**config.mk**
```make
export PLATFORM = sky130hd
export DESIGN_NAME = raster_timing_gen
export DESIGN_NICKNAME = d
export VERILOG_FILES = /design/src/rtl/vtg_pkg.sv /design/src/rtl/vtg_axis_counter.sv /design/src/rtl/vtg_axis_window.sv /design/src/rtl/vtg_pattern.sv /design/src/rtl/raster_timing_gen.sv
export SDC_FILE = /design/constraint.sdc
export NUM_CORES = 1
export LEC_CHECK = 0
export ABC_AREA = 1
export CAP_MARGIN = 30
export CORE_MARGIN = 2
export CORE_UTILIZATION = 30
export DETAILED_ROUTE_END_ITERATION = 10
export DONT_BUFFER_PORTS = 1
export PLACE_DENSITY = 0.44
export SLEW_MARGIN = 20
export SYNTH_ARGS = -nofsm -noshare
export SYNTH_HDL_FRONTEND = slang
export SYNTH_SLANG_ARGS = --single-unit
export TNS_END_PERCENT = 5
```
**constraint.sdc**
```tcl
create_clock -name clk -period 1.9 [get_ports clk]
set_input_delay 0.38 -clock clk [delete_from_list [all_inputs] [get_ports clk]]
set_output_delay 0.38 -clock clk [all_outputs]
set_load 0.01 [all_outputs]
```
**src/rtl/vtg_pkg.sv**
```systemverilog
package vtg_pkg;

  typedef struct packed {
    logic [7:0] r;
    logic [7:0] g;
    logic [7:0] b;
  } rgb_t;

  localparam rgb_t RGB_BLACK = '{r: 8'h00, g: 8'h00, b: 8'h00};

endpackage

```
**src/rtl/vtg_axis_counter.sv**
```systemverilog
module vtg_axis_counter #(
  parameter int TOTAL = 800,
  parameter int W     = $clog2(TOTAL)
) (
  input  logic         clk,
  input  logic         rst,
  input  logic         en,
  output logic [W-1:0] cnt,
  output logic         last
);

  localparam logic [W-1:0] LAST_C = W'(TOTAL - 1);

  assign last = (cnt == LAST_C);

  always_ff @(posedge clk) begin
    if (rst) begin
      cnt <= '0;
    end else if (en) begin
      cnt <= last ? '0 : cnt + 1'b1;
    end
  end


  cnt_range_chk: assert property (@(posedge clk) disable iff (rst)
    cnt <= LAST_C);


  cnt_wrap_chk: assert property (@(posedge clk) disable iff (rst)
    (en && cnt == LAST_C) |=> cnt == '0);


  cnt_step_chk: assert property (@(posedge clk) disable iff (rst)
    (en && cnt != LAST_C) |=> cnt == W'($past(cnt) + 1'b1));


  cnt_hold_chk: assert property (@(posedge clk) disable iff (rst)
    !en |=> $stable(cnt));

endmodule

```
**src/rtl/vtg_axis_window.sv**
```systemverilog
module vtg_axis_window #(
  parameter int W          = 10,
  parameter int VISIBLE    = 640,
  parameter int SYNC_START = 656,
  parameter int SYNC_END   = 752
) (
  input  logic [W-1:0] cnt,
  output logic         in_view,
  output logic         in_sync
);

  localparam logic [W-1:0] VIS_C = W'(VISIBLE);
  localparam logic [W-1:0] SS_C  = W'(SYNC_START);
  localparam logic [W-1:0] SE_C  = W'(SYNC_END);

  always_comb begin
    in_view = (cnt < VIS_C);
    in_sync = (cnt >= SS_C) && (cnt < SE_C);
  end

endmodule

```
**src/rtl/vtg_pattern.sv**
```systemverilog
module vtg_pattern
  import vtg_pkg::*;
#(
  parameter int HW = 10,
  parameter int VW = 10
) (
  input  logic [HW-1:0] h,
  input  logic [VW-1:0] v,
  output rgb_t          pix
);

  localparam int HCH = (HW + 7) / 8;
  localparam int VCH = (VW + 7) / 8;

  logic [HCH*8-1:0] h_pad;
  logic [VCH*8-1:0] v_pad;
  logic [7:0]       h_fold;
  logic [7:0]       v_fold;

  assign h_pad = (HCH*8)'(h);
  assign v_pad = (VCH*8)'(v);

  always_comb begin
    h_fold = '0;
    for (int i = 0; i < HCH; i++) h_fold ^= h_pad[8*i +: 8];
    v_fold = '0;
    for (int i = 0; i < VCH; i++) v_fold ^= v_pad[8*i +: 8];
  end

  always_comb begin
    pix.r = h_pad[7:0];
    pix.g = v_pad[7:0];
    pix.b = h_fold ^ v_fold;
  end

endmodule

```
**src/rtl/raster_timing_gen.sv**
```systemverilog
module raster_timing_gen
  import vtg_pkg::*;
#(
  parameter int H_VISIBLE    = 640,
  parameter int H_SYNC_START = 656,
  parameter int H_SYNC_END   = 752,
  parameter int H_TOTAL      = 800,
  parameter bit H_SYNC_ACT   = 1'b0,
  parameter int V_VISIBLE    = 480,
  parameter int V_SYNC_START = 490,
  parameter int V_SYNC_END   = 492,
  parameter int V_TOTAL      = 525,
  parameter bit V_SYNC_ACT   = 1'b1
) (
  input  logic       clk,
  input  logic       rst,
  output logic [7:0] red,
  output logic [7:0] green,
  output logic [7:0] blue,
  output logic       hsync,
  output logic       vsync,
  output logic       blank
);

  localparam int HW = $clog2(H_TOTAL);
  localparam int VW = $clog2(V_TOTAL);
  localparam logic [HW-1:0] HSS_C = HW'(H_SYNC_START);
  localparam logic [HW-1:0] HSE_C = HW'(H_SYNC_END);
  localparam logic [HW-1:0] HVIS_C = HW'(H_VISIBLE);
  localparam logic [VW-1:0] VVIS_C = VW'(V_VISIBLE);

  logic [HW-1:0] h_cnt;
  logic [VW-1:0] v_cnt;
  logic          h_last;
  logic          v_last_unused;
  logic          h_view, v_view, h_sync_c, v_sync_c, blank_c;
  rgb_t          pat;

  vtg_axis_counter #(.TOTAL(H_TOTAL), .W(HW)) u_hcnt (
    .clk(clk), .rst(rst), .en(1'b1), .cnt(h_cnt), .last(h_last)
  );

  vtg_axis_counter #(.TOTAL(V_TOTAL), .W(VW)) u_vcnt (
    .clk(clk), .rst(rst), .en(h_last), .cnt(v_cnt), .last(v_last_unused)
  );

  vtg_axis_window #(
    .W(HW), .VISIBLE(H_VISIBLE), .SYNC_START(H_SYNC_START), .SYNC_END(H_SYNC_END)
  ) u_hwin (.cnt(h_cnt), .in_view(h_view), .in_sync(h_sync_c));

  vtg_axis_window #(
    .W(VW), .VISIBLE(V_VISIBLE), .SYNC_START(V_SYNC_START), .SYNC_END(V_SYNC_END)
  ) u_vwin (.cnt(v_cnt), .in_view(v_view), .in_sync(v_sync_c));

  vtg_pattern #(.HW(HW), .VW(VW)) u_pat (.h(h_cnt), .v(v_cnt), .pix(pat));

  assign blank_c = !(h_view && v_view);

  always_ff @(posedge clk) begin
    if (rst) begin
      hsync <= ~H_SYNC_ACT;
      vsync <= ~V_SYNC_ACT;
      blank <= 1'b1;
      {red, green, blue} <= RGB_BLACK;
    end else begin
      hsync <= h_sync_c ? H_SYNC_ACT : ~H_SYNC_ACT;
      vsync <= v_sync_c ? V_SYNC_ACT : ~V_SYNC_ACT;
      blank <= blank_c;
      {red, green, blue} <= blank_c ? RGB_BLACK : pat;
    end
  end


  blank_black_chk: assert property (@(posedge clk) disable iff (rst)
    blank |-> (red == 8'h00 && green == 8'h00 && blue == 8'h00));


  view_pos_chk: assert property (@(posedge clk) disable iff (rst)
    !blank |-> ($past(h_cnt) < HVIS_C && $past(v_cnt) < VVIS_C));


  hsync_window_chk: assert property (@(posedge clk) disable iff (rst)
    (hsync == H_SYNC_ACT) |-> ($past(h_cnt) >= HSS_C && $past(h_cnt) < HSE_C));


  vstep_on_wrap_chk: assert property (@(posedge clk) disable iff (rst)
    (v_cnt != $past(v_cnt)) |-> h_cnt == '0);

endmodule

```
======== Word-level counts from Yosys, hierarchy flattened ========
Index checks and enable logic that the tools add are counted.
word-level totals
  register bits after elaboration ......... 47
  logic and storage cells ................. 31
  output and inout port bits .............. 27
  input port bits ......................... 2
cells by class
  reduce and logical (&&, ||, !) cells .... 6
  equality and inequality tests ........... 2
  bitwise operators ....................... 4
  multiplexer cells ....................... 3
  add/sub/neg operators ................... 2
  magnitude comparators ................... 6
operators by type and width
  kind                     number
  $add A10 B1 Y10 const B  2
  $eq A10 B10 Y1 const B   2
  $lt A10 B10 Y1 const B   2
  $lt A10 B9 Y1 const B    2
  $xor A8 B2 Y8            2
  $ge A10 B10 Y1 const B   1
  $ge A10 B9 Y1 const B    1
  $mux W10                 1
  $xor A8 B8 Y8            1
  $reduce_or A2 Y1         2
  $logic_and A1 B1 Y1      3
  $mux W1                  2
  $logic_not A1 Y1         1
  $not A1 Y1               1

======== Depth between registers and ports, before layout ========
Gate-level depths: netlist of the first run.
  word-level depth ........................ 4
  gate-level depth with buffers ........... 9
  depth with buffers taken out ............ 9

======== Hierarchy ========
Synthesis of the first run repeated with hierarchy kept, for this count alone.
second synthesis, totals
  cells, all modules ...................... 300
  area total of the unflattened synthesis .. 2259.7 um2
modules (own cells, without submodules)
  module                     area an instance (um2)  cells an instance  seq. area each (um2)  instances
  raster_timing_gen          827.0                   83                 540.5                 1
  vtg_axis_counter (u_vcnt)  520.5                   72                 200.2                 1
  vtg_axis_counter (u_hcnt)  518.0                   68                 200.2                 1
  vtg_pattern                320.3                   60                 0.0                   1
  vtg_axis_window (u_vwin)   41.3                    10                 0.0                   1
  vtg_axis_window (u_hwin)   32.5                    7                  0.0                   1

======== Worst setup path after synthesis of the first run ========
OpenSTA, ideal clock, no wires.
  path type ............................... register to register
  from .................................... reg u_hcnt.cnt[0]
  to ...................................... reg u_hcnt.cnt[3]
  buffers on the path ..................... 1
  path slack .............................. 552 ps
  arrival ................................. 1218 ps
  cell stages (with the launch flop) ...... 8
  setup time .............................. 130 ps
  cell sequence ........................... dfxtp_1 > ha_1 > nand3_2 > inv_1 > nand3_2 > nand2_2 > buf_6 > nor3b_2
on the way
  longest elaborated chain between the ends .. 2
  elaborated cells on any way between the ends .. 3
  classes of those cells .................. add/sub: 1; eq/ne: 1; reduce/logical: 1
RTL lines
  what                                                                     line                    source
  start: declaration                                                       vtg_axis_counter.sv:8   output logic [W-1:0] cnt,
  start signal: assignment                                                 vtg_axis_counter.sv:20  cnt <= last ? '0 : cnt + 1'b1;
  parallel branches: the longest is 2 deep, another holds $add A10 B1 Y10  n/a
Parallel ways; which one is timed is not known.
A chain may end at the register's enable or synchronous reset.

======== Final worst setup path of the first run ========
  from .................................... reg u_hcnt.cnt[0]
  to ...................................... reg u_vcnt.cnt[3]
on the way
  longest elaborated chain between the ends .. 1
RTL lines
  what                    line                    source
  $eq A10 B10 Y1          vtg_axis_counter.sv:14  assign last = (cnt == LAST_C);
  end signal: assignment  vtg_axis_counter.sv:20
  end: declaration        vtg_axis_counter.sv:8
Every way passes these cells.

==> results of run 1 <==
[power groups by stage]
| stage | Clock (mW) | Combinational [mW] | Sequential (mW) |
|---|---|---|---|
| floorplan | 0 | 0.0380 | 1.03 |
| global placement | 0 | 0.0492 | 1.03 |
| detailed placement | 0 | 0.0490 | 1.04 |
| CTS | 0.631 | 0.0494 | 1.01 |
| global route | 0.664 | 0.0564 | 1.01 |
| finish | 0.608 | 0.0479 | 1.01 |
[worst paths after layout]
path | depth (start not counted) | from | end | slack [ps]
setup / recovery | 8 | u_hcnt.cnt[0] | u_vcnt.cnt[3] | 240
hold / removal | 1 | rst | u_vcnt.cnt[5] | 140
setup reg to reg | 8 | u_hcnt.cnt[0] | u_vcnt.cnt[3] | 240
hold reg to reg | 1 | u_hcnt.cnt[0] | u_hcnt.cnt[0] | 490
[per-stage QoR]
stage / util / power (mW) / hold slack (ps) / cells
6_report: 0.337 / 1.67 / 140 / 332
5_1_grt: 0.337 / 1.73 / 129 / 332
4_1_cts: 0.337 / 1.69 / 132 / 332
3_5_place_dp: 0.323 / 1.08 / 458 / 325
3_3_place_gp: 0.323 / 1.08 / 456 / 325
2_1_floorplan: - / 1.07 / 449 / 247
[cell families (layout without fill, tap and decap cells)]
logic type               after synthesis  count (layout)  synth area share
AO/OA/AOI/OAI                         23              23            0.0611
XOR/XNOR                               5               5            0.0227
adder cells (fa/ha/maj)                4               4            0.0260
buffers and inverters                 32              40            0.0721
flip-flops                            47              47             0.489
AND/OR/NAND/NOR                      136             136             0.329
[routing by layer]
layer | up-vias | global-route usage
met3 | 5 | 0.0386
met4 | 0 | 0.0440
met5 | - | 0
li1 | 793 | -
met1 | 695 | 0.166
met2 | 32 | 0.211
[cell type report]
class / count / area share
Inverter: 27 / 0.0479
Clock buffer: 6 / 0.0390
Tap cell: 77 / 0.0455
Sequential cell: 47 / 0.444
Multi-Input combinational cell: 168 / 0.400
Clock inverter: 1 / 0.00236
Timing Repair Buffer: 6 / 0.0213
[cells in the final DEF (no fill, tap or decap), drive strengths merged]
master and n:
xnor2 3, dfxtp 47, a21oi 19, clkbuf 6
clkinv 1, ha 4, nor3 1, o21bai 1
nor2 48, nor3b 2, o21ai 3, or2 2
nand2 57, buf 6, xor2 2, nand3 18
inv 27, nand4 7, nor4 1
[sequential cells by signal, indices dropped and copies added, names as in the netlist]
register,cells
u_hcnt.cnt,10
u_vcnt.cnt,10
blue,8
green,8
red,8
blank,1
hsync,1
vsync,1
==> metrics list, run 1 <==
* Via count of the first global-routing pass: 1483
- Compared with the post-synthesis result, the final layout area differs by 9.94%.
- Slew at the pin with the worst max-slew slack: 471 ps
* Cells traversed along the worst timing path: ha_1 -> nand3_2 -> inv_1 -> nand3_2 -> nand2_2 -> nand2_2 -> inv_1 -> nor2_1
* Clock tree root buffer cell: sky130_fd_sc_hd__clkbuf_8
- Routability-driven placement finished with a final weighted congestion of around 0.86.
* Proportion of netlist area held by the largest area contributor: 0.489
- Ranked by instance count, the synthesized netlist is headed by sky130_fd_sc_hd__nand2_1 (55), sky130_fd_sc_hd__dfxtp_1 (47), sky130_fd_sc_hd__nor2_1 (43).
- The die is approximately 84 um tall.
* Kind of cell adding the most delay to the critical path: simple AND/OR/NAND/NOR gates
- Remaining global-route overflow: 0
* Row count: 29
* Num Clock Sinks: 47
- The clock passes through at most 2 buffers.
- The number of antenna violations at the first check in global routing is 0.
- Via/cell ratio: about 4.6
- Setup slack of the critical path after layout: 236 ps
- Across the VDD grid, the largest voltage drop is 470 uV.
- Among all flip-flop cells after synthesis, the most frequent one is sky130_fd_sc_hd__dfxtp_1.
* Endpoint class of the critical path: flop
- Internal portion of total power: around 1.3 mW
- For this design, the slowest cell found on the critical path is sky130_fd_sc_hd__dfxtp_1.
* Clock slew at the register clock pins of the worst setup and hold paths: roughly 90 ps
- The detail route stage leaves a number of antenna-violating nets equal to 0.
- For this run, the detailed router's first-pass iteration total came to 4.
- Category of the worst setup path launch point: flop
- Overall Global Routing Usage: 0.130
- The share of total power dissipated in the clock network is 0.365.
* Final std cell area, no fill: 2120 um^2
* Effective utilization at floorplan: 0.307
- FFs w/ async S/R, synth: 0
* Length of routed met2 wiring: 2010 um
- Registers take ~940 um^2.
- Cell type contributing the most total cell area after synthesis: sky130_fd_sc_hd__dfxtp_1
- Buffers inserted to repair hold after CTS numbered 0.
- Ranked by total cell area, the synthesized netlist is headed by sky130_fd_sc_hd__dfxtp_1 (49%), sky130_fd_sc_hd__nand2_1 (11%), sky130_fd_sc_hd__nor2_1 (8.4%).
* Sum of net half-perimeters after detailed placement: about 3300 um
- Dividing the final minimum period by the clock period gives 0.876.
* RSZ-0062 raised after global routing: false
- Post-Syn Area: 1930 um^2
- Synthesis instantiated 23 different standard cells from the library.
* Cells after Synth: 247
- Max Freq: between 0.6 and 0.7 GHz
- Final number of setup-violating endpoints: 0
- For the worst-skew pair, the clock arrives at the later sink with an insertion delay of approximately 300 ps.
* Average routed wire per standard cell: 12.9 um
* Die area: between 7000 and 8000 um^2
- After detailed routing, the wire length on met1 is between 2000 and 2500 um.
- Area used by multi-input combinational logic: 846 um^2
* Post-placement worst setup slack: ~230 ps
* Uppermost metal layer occupied by signal nets: met4
- In this run, synthesis inferred 0 flip-flops with an integrated enable.
- The placed instances occupy a cell area of approximately 2000 um^2.
* Maximum fanout along the worst path: 7
- The worst setup path is of the reg2reg kind.
- The H-tree was split into 2 levels.
- When the netlist entered floorplanning its net count stood at between 200 and 300.
- Together, buffers and inverters on the worst path number 2.
- The run finished with clean final reports.
- Min-Delay Path Class: in2reg
- The number of gates resized after CTS was 0.
* Number of buffers inserted to repair setup after CTS: 0
* Max-cap check violation count: 0
- Of the total power, combinational logic draws 0.029.
- On the worst path, the slowest cell contributes a delay of ~400 ps.
* Fill cell instance count of the final layout: roughly 690
- For the final database, setup skew stands at just under 7 ps.
- Data on the critical path is required at its endpoint by roughly 2100 ps.
- Fraction of final layout cells with drive strength greater than 1: 0.122
- Die span in x: about 84 um
- Net switching power of the design: around 0.37 mW
- The core region is 6280 um^2.
* Post-Route Setup TNS: 0 ps
- Cts bufs inserted: 5
- In the routed design, unresolved DRC markers number 0.
* LEAKAGE: roughly 0.8 nW
- The number of antenna diodes in the final layout is 0.
- The worst pin sits at a relative slew slack of 0.685.
- Clock tree from TritonCTS: built
* Flip-flop and latch count after synthesis: between 40 and 50
- Number of input and output port buffers inserted: 0
- The max-slew violation count is 0.
- Entering global routing, the biggest net connects 19 pins.
- Most numerous cell in the Yosys netlist: sky130_fd_sc_hd__nand2_1
- The routed design uses roughly 220 um of met3 wire.
* Areal power density over the cells: 787 nW/um^2
* Synth Warn #: 0
- Summing over every cut layer, the via total after detailed routing is 1525.
- The smallest clock period supported by the final layout is computed as around 1700 ps.
* Final routed wirelength across all metal layers: between 4000 and 5000 um
- In this run the count of I/O pins placed on the die edge is 29.
- At the worst endpoint, the arrival time is between 1500 and 2000 ps.
* Part of the total power dissipated in sequential elements: 0.607
- The final number of hold-violating endpoints came to 0.
* NumNets Final: approximately 260
- Share of synthesized area occupied by flip-flops and latches: 0.489
* Net Sw Frac: 0.220
* First-pass GRT wire length: 7290 um
- First DRT Iteration DRCs: 48
- In this run the mean area of a mapped cell was about 7.8 um^2.
Note: power is estimated with default switching activity, not from simulation.
==> inputs of run 2 (changes only) <==
--- a/config.mk
+++ b/config.mk
@@ -10,8 +10,7 @@
 export CORE_MARGIN = 2
 export CORE_UTILIZATION = 30
 export DETAILED_ROUTE_END_ITERATION = 10
-export DONT_BUFFER_PORTS = 1
-export PLACE_DENSITY = 0.44
+export PLACE_DENSITY = 0.49
 export SLEW_MARGIN = 20
 export SYNTH_ARGS = -nofsm -noshare
 export SYNTH_HDL_FRONTEND = slang
==> metrics list, run 2 (synthesis results as in run 1) <==
* Run status: complete, no violations
* Chip Height: 84.1 um
- Measured along the x axis, the die boundary spans 84.1 um.
- Quantity of gates resized following cts: 0
* Insertion delay to the later sink of the worst-skew pair: around 300 ps
- Layout Skew: around 10 ps
- The final layout contains around 290 nets.
- The routed layout has ~1600 vias.
- Setup violations remaining at the end of the flow were counted as 0.
- The first detailed-routing pass ran for 4 iterations.
- Number of antenna violations at the first check in global routing: 0
* Instance area at placement: between 2000 and 2500 um^2
- Die area: 7080 um^2
* Max-slew headroom at the worst pin: 0.724
* CTS hold repair buffers: 0
* Required time at the worst-slack endpoint: between 2000 and 2500 ps
* H-tree lvl count: 2
- Commonest non-fill, non-tap cells in the layout: sky130_fd_sc_hd__nand2_1 (55), sky130_fd_sc_hd__dfxtp_1 (47), sky130_fd_sc_hd__nor2_1 (43)
- Registers with the most flip-flops: u_hcnt.cnt x10, u_vcnt.cnt x10
* RSZ-0062 raised after global routing: false
- Synthesis-to-layout area growth: 23.6%
* Cells traversed along the worst timing path: ha_1 -> nand3_2 -> inv_1 -> nand3_2 -> nand2_2 -> buf_4 -> nor3b_2
- GR Layer Usage met3: 0.0336
- Slowest stage cell on the critical path: sky130_fd_sc_hd__dfxtp_1
- In the finished design, the share of the clock period the worst path needs comes to 0.853.
- Once layout is done, the placed cells without fillers occupy approximately 2400 um^2.
- Fraction of power consumed by the clock network: 0.355
* Internal portion of total power: 1.29 mW
* Antenna diode count: 0
* LEAKAGE: 0.905 nW
- The number of global-route vias before repair is between 1500 and 2000.
- The cell family contributing the most delay on the critical path is simple AND/OR/NAND/NOR gates.
- Timing would allow up to slightly above 0.6 GHz.
* Global-route track usage on met2: 0.209
* Clock tree from TritonCTS: built
- CTS placed an instance of sky130_fd_sc_hd__clkbuf_8 at the clock tree root.
- Critical path class: reg2reg
- Drc violations: 0
* Met1 global-route usage: 0.187
- Total count of max-transition violations in the final report: 0
- Remaining global-route overflow: 0
- Across the run, the number of max-cap violations was 0.
- Maximum fanout along the worst path: 10
- Counting both buffers and inverters, the worst setup path holds a total of 2.
- Effective utilization at floorplan: 0.307
- Buffers added to address setup during post-CTS repair amount to 0.
* Maximum buffer depth of the clock tree: 2
* Num Clock Sinks: 47
* Fraction of final layout cells with drive strength greater than 1: 0.103
- Row count: 29
- Combinational power share: 0.041
* Largest net degree at the start of global routing: 26
- Final routed wirelength across all metal layers: 4290 um
- Via/cell ratio: roughly 4.4
- The worst path meets setup with roughly 280 ps of slack.
* Global-route layer with the greatest usage: met2
* Post-Route Setup TNS: 0 ps
- STA puts the critical path data arrival time at ~1800 ps.
- Count of pins on the block boundary: 29
- Sum of net half-perimeters after detailed placement: around 3200 um
- Clock slew at the register clock pins of the worst setup and hold paths: roughly 90 ps
* Hold violation total from the final report: 0
* Net Sw Frac: 0.228
- Category of the worst setup path launch point: flop
- Part of the total power dissipated in sequential elements: 0.604
- The first global-routing pass estimated roughly 7600 um of wire.
* Largest stage delay on the critical path: about 430 ps
- Most common library cell in the layout ignoring fill and taps: sky130_fd_sc_hd__nand2_1
- Areal power density over the cells: about 700 nW/um^2
* Overall Global Routing Usage: 0.135
- At the pin with the least slew margin, the transition time is 413 ps.
- Post-placement worst setup slack: between 200 and 250 ps
- Crit path time final: between 1500 and 2000 ps
* IR Drop Worst-Case VDD: between 200 and 300 uV
- Number of input and output port buffers inserted: 28
* Cell with the most instances on the worst path: sky130_fd_sc_hd__nand3_2
* Placeable Area: between 6000 and 7000 um^2
- First DRT Iteration DRCs: between 80 and 90
* Cts bufs inserted: 5
* Net switching power of the design: 0.381 mW
- Min-Delay Path Class: reg2reg
- Endpoint class of the critical path: flop
* Average routed wire per standard cell: around 12 um
- Number of nets with antenna violations after routing: 0
- Placer Congestion: 0.797
* End-of-flow core utilization: 0.379
## run 2: per-layer routing
layer	vias up	routed length, um
met4	0	40
met5	-	0
met1	710	2130
li1	845	-
met2	32	1930
met3	4	186
## run 2: worst min-delay path: stages, from the launching register on
cell	delay, ps
sky130_fd_sc_hd__dfxtp_1	340
sky130_fd_sc_hd__nand2_1	70
sky130_fd_sc_hd__a21oi_1	60
## run 2: area by class of cell
cell class	instances	area (um^2)
Clock buffer	6	72.6
Clock inverter	2	12.5
Fill cell	668	3900
Inverter	27	101
Multi-Input combinational cell	168	846
Sequential cell	47	941
Tap cell	77	96.3
Timing Repair Buffer	32	310
## run 2: path summary, 6_finish.rpt
path                                     from       endpoint  slack (ps)  depth (start not counted)
worst max-delay path            u_hcnt.cnt[0]  u_hcnt.cnt[3]         280                          7
worst min-delay path            u_hcnt.cnt[3]        blue[3]         510                          2
worst max register to register  u_hcnt.cnt[0]  u_hcnt.cnt[3]         280                          7
worst min register to register  u_hcnt.cnt[3]        blue[3]         510                          2
## run 2: per-stage QoR
step                hold slack [ps]  power [mW]  std cells
global route                    550        1.76        359
detailed placement              495        1.10        351
CTS                             509        1.69        359
global placement                487        1.10        351
finish                          508        1.67        359
floorplan                       449        1.07        247
## run 2: power groups by stage
stage	logic, mW	registers, mW	clock network (mW)
CTS	0.0701	1.01	0.612
global placement	0.0687	1.03	0
detailed placement	0.0696	1.03	0
global route	0.0782	1.01	0.671
floorplan	0.0380	1.03	0
finish	0.0686	1.01	0.591
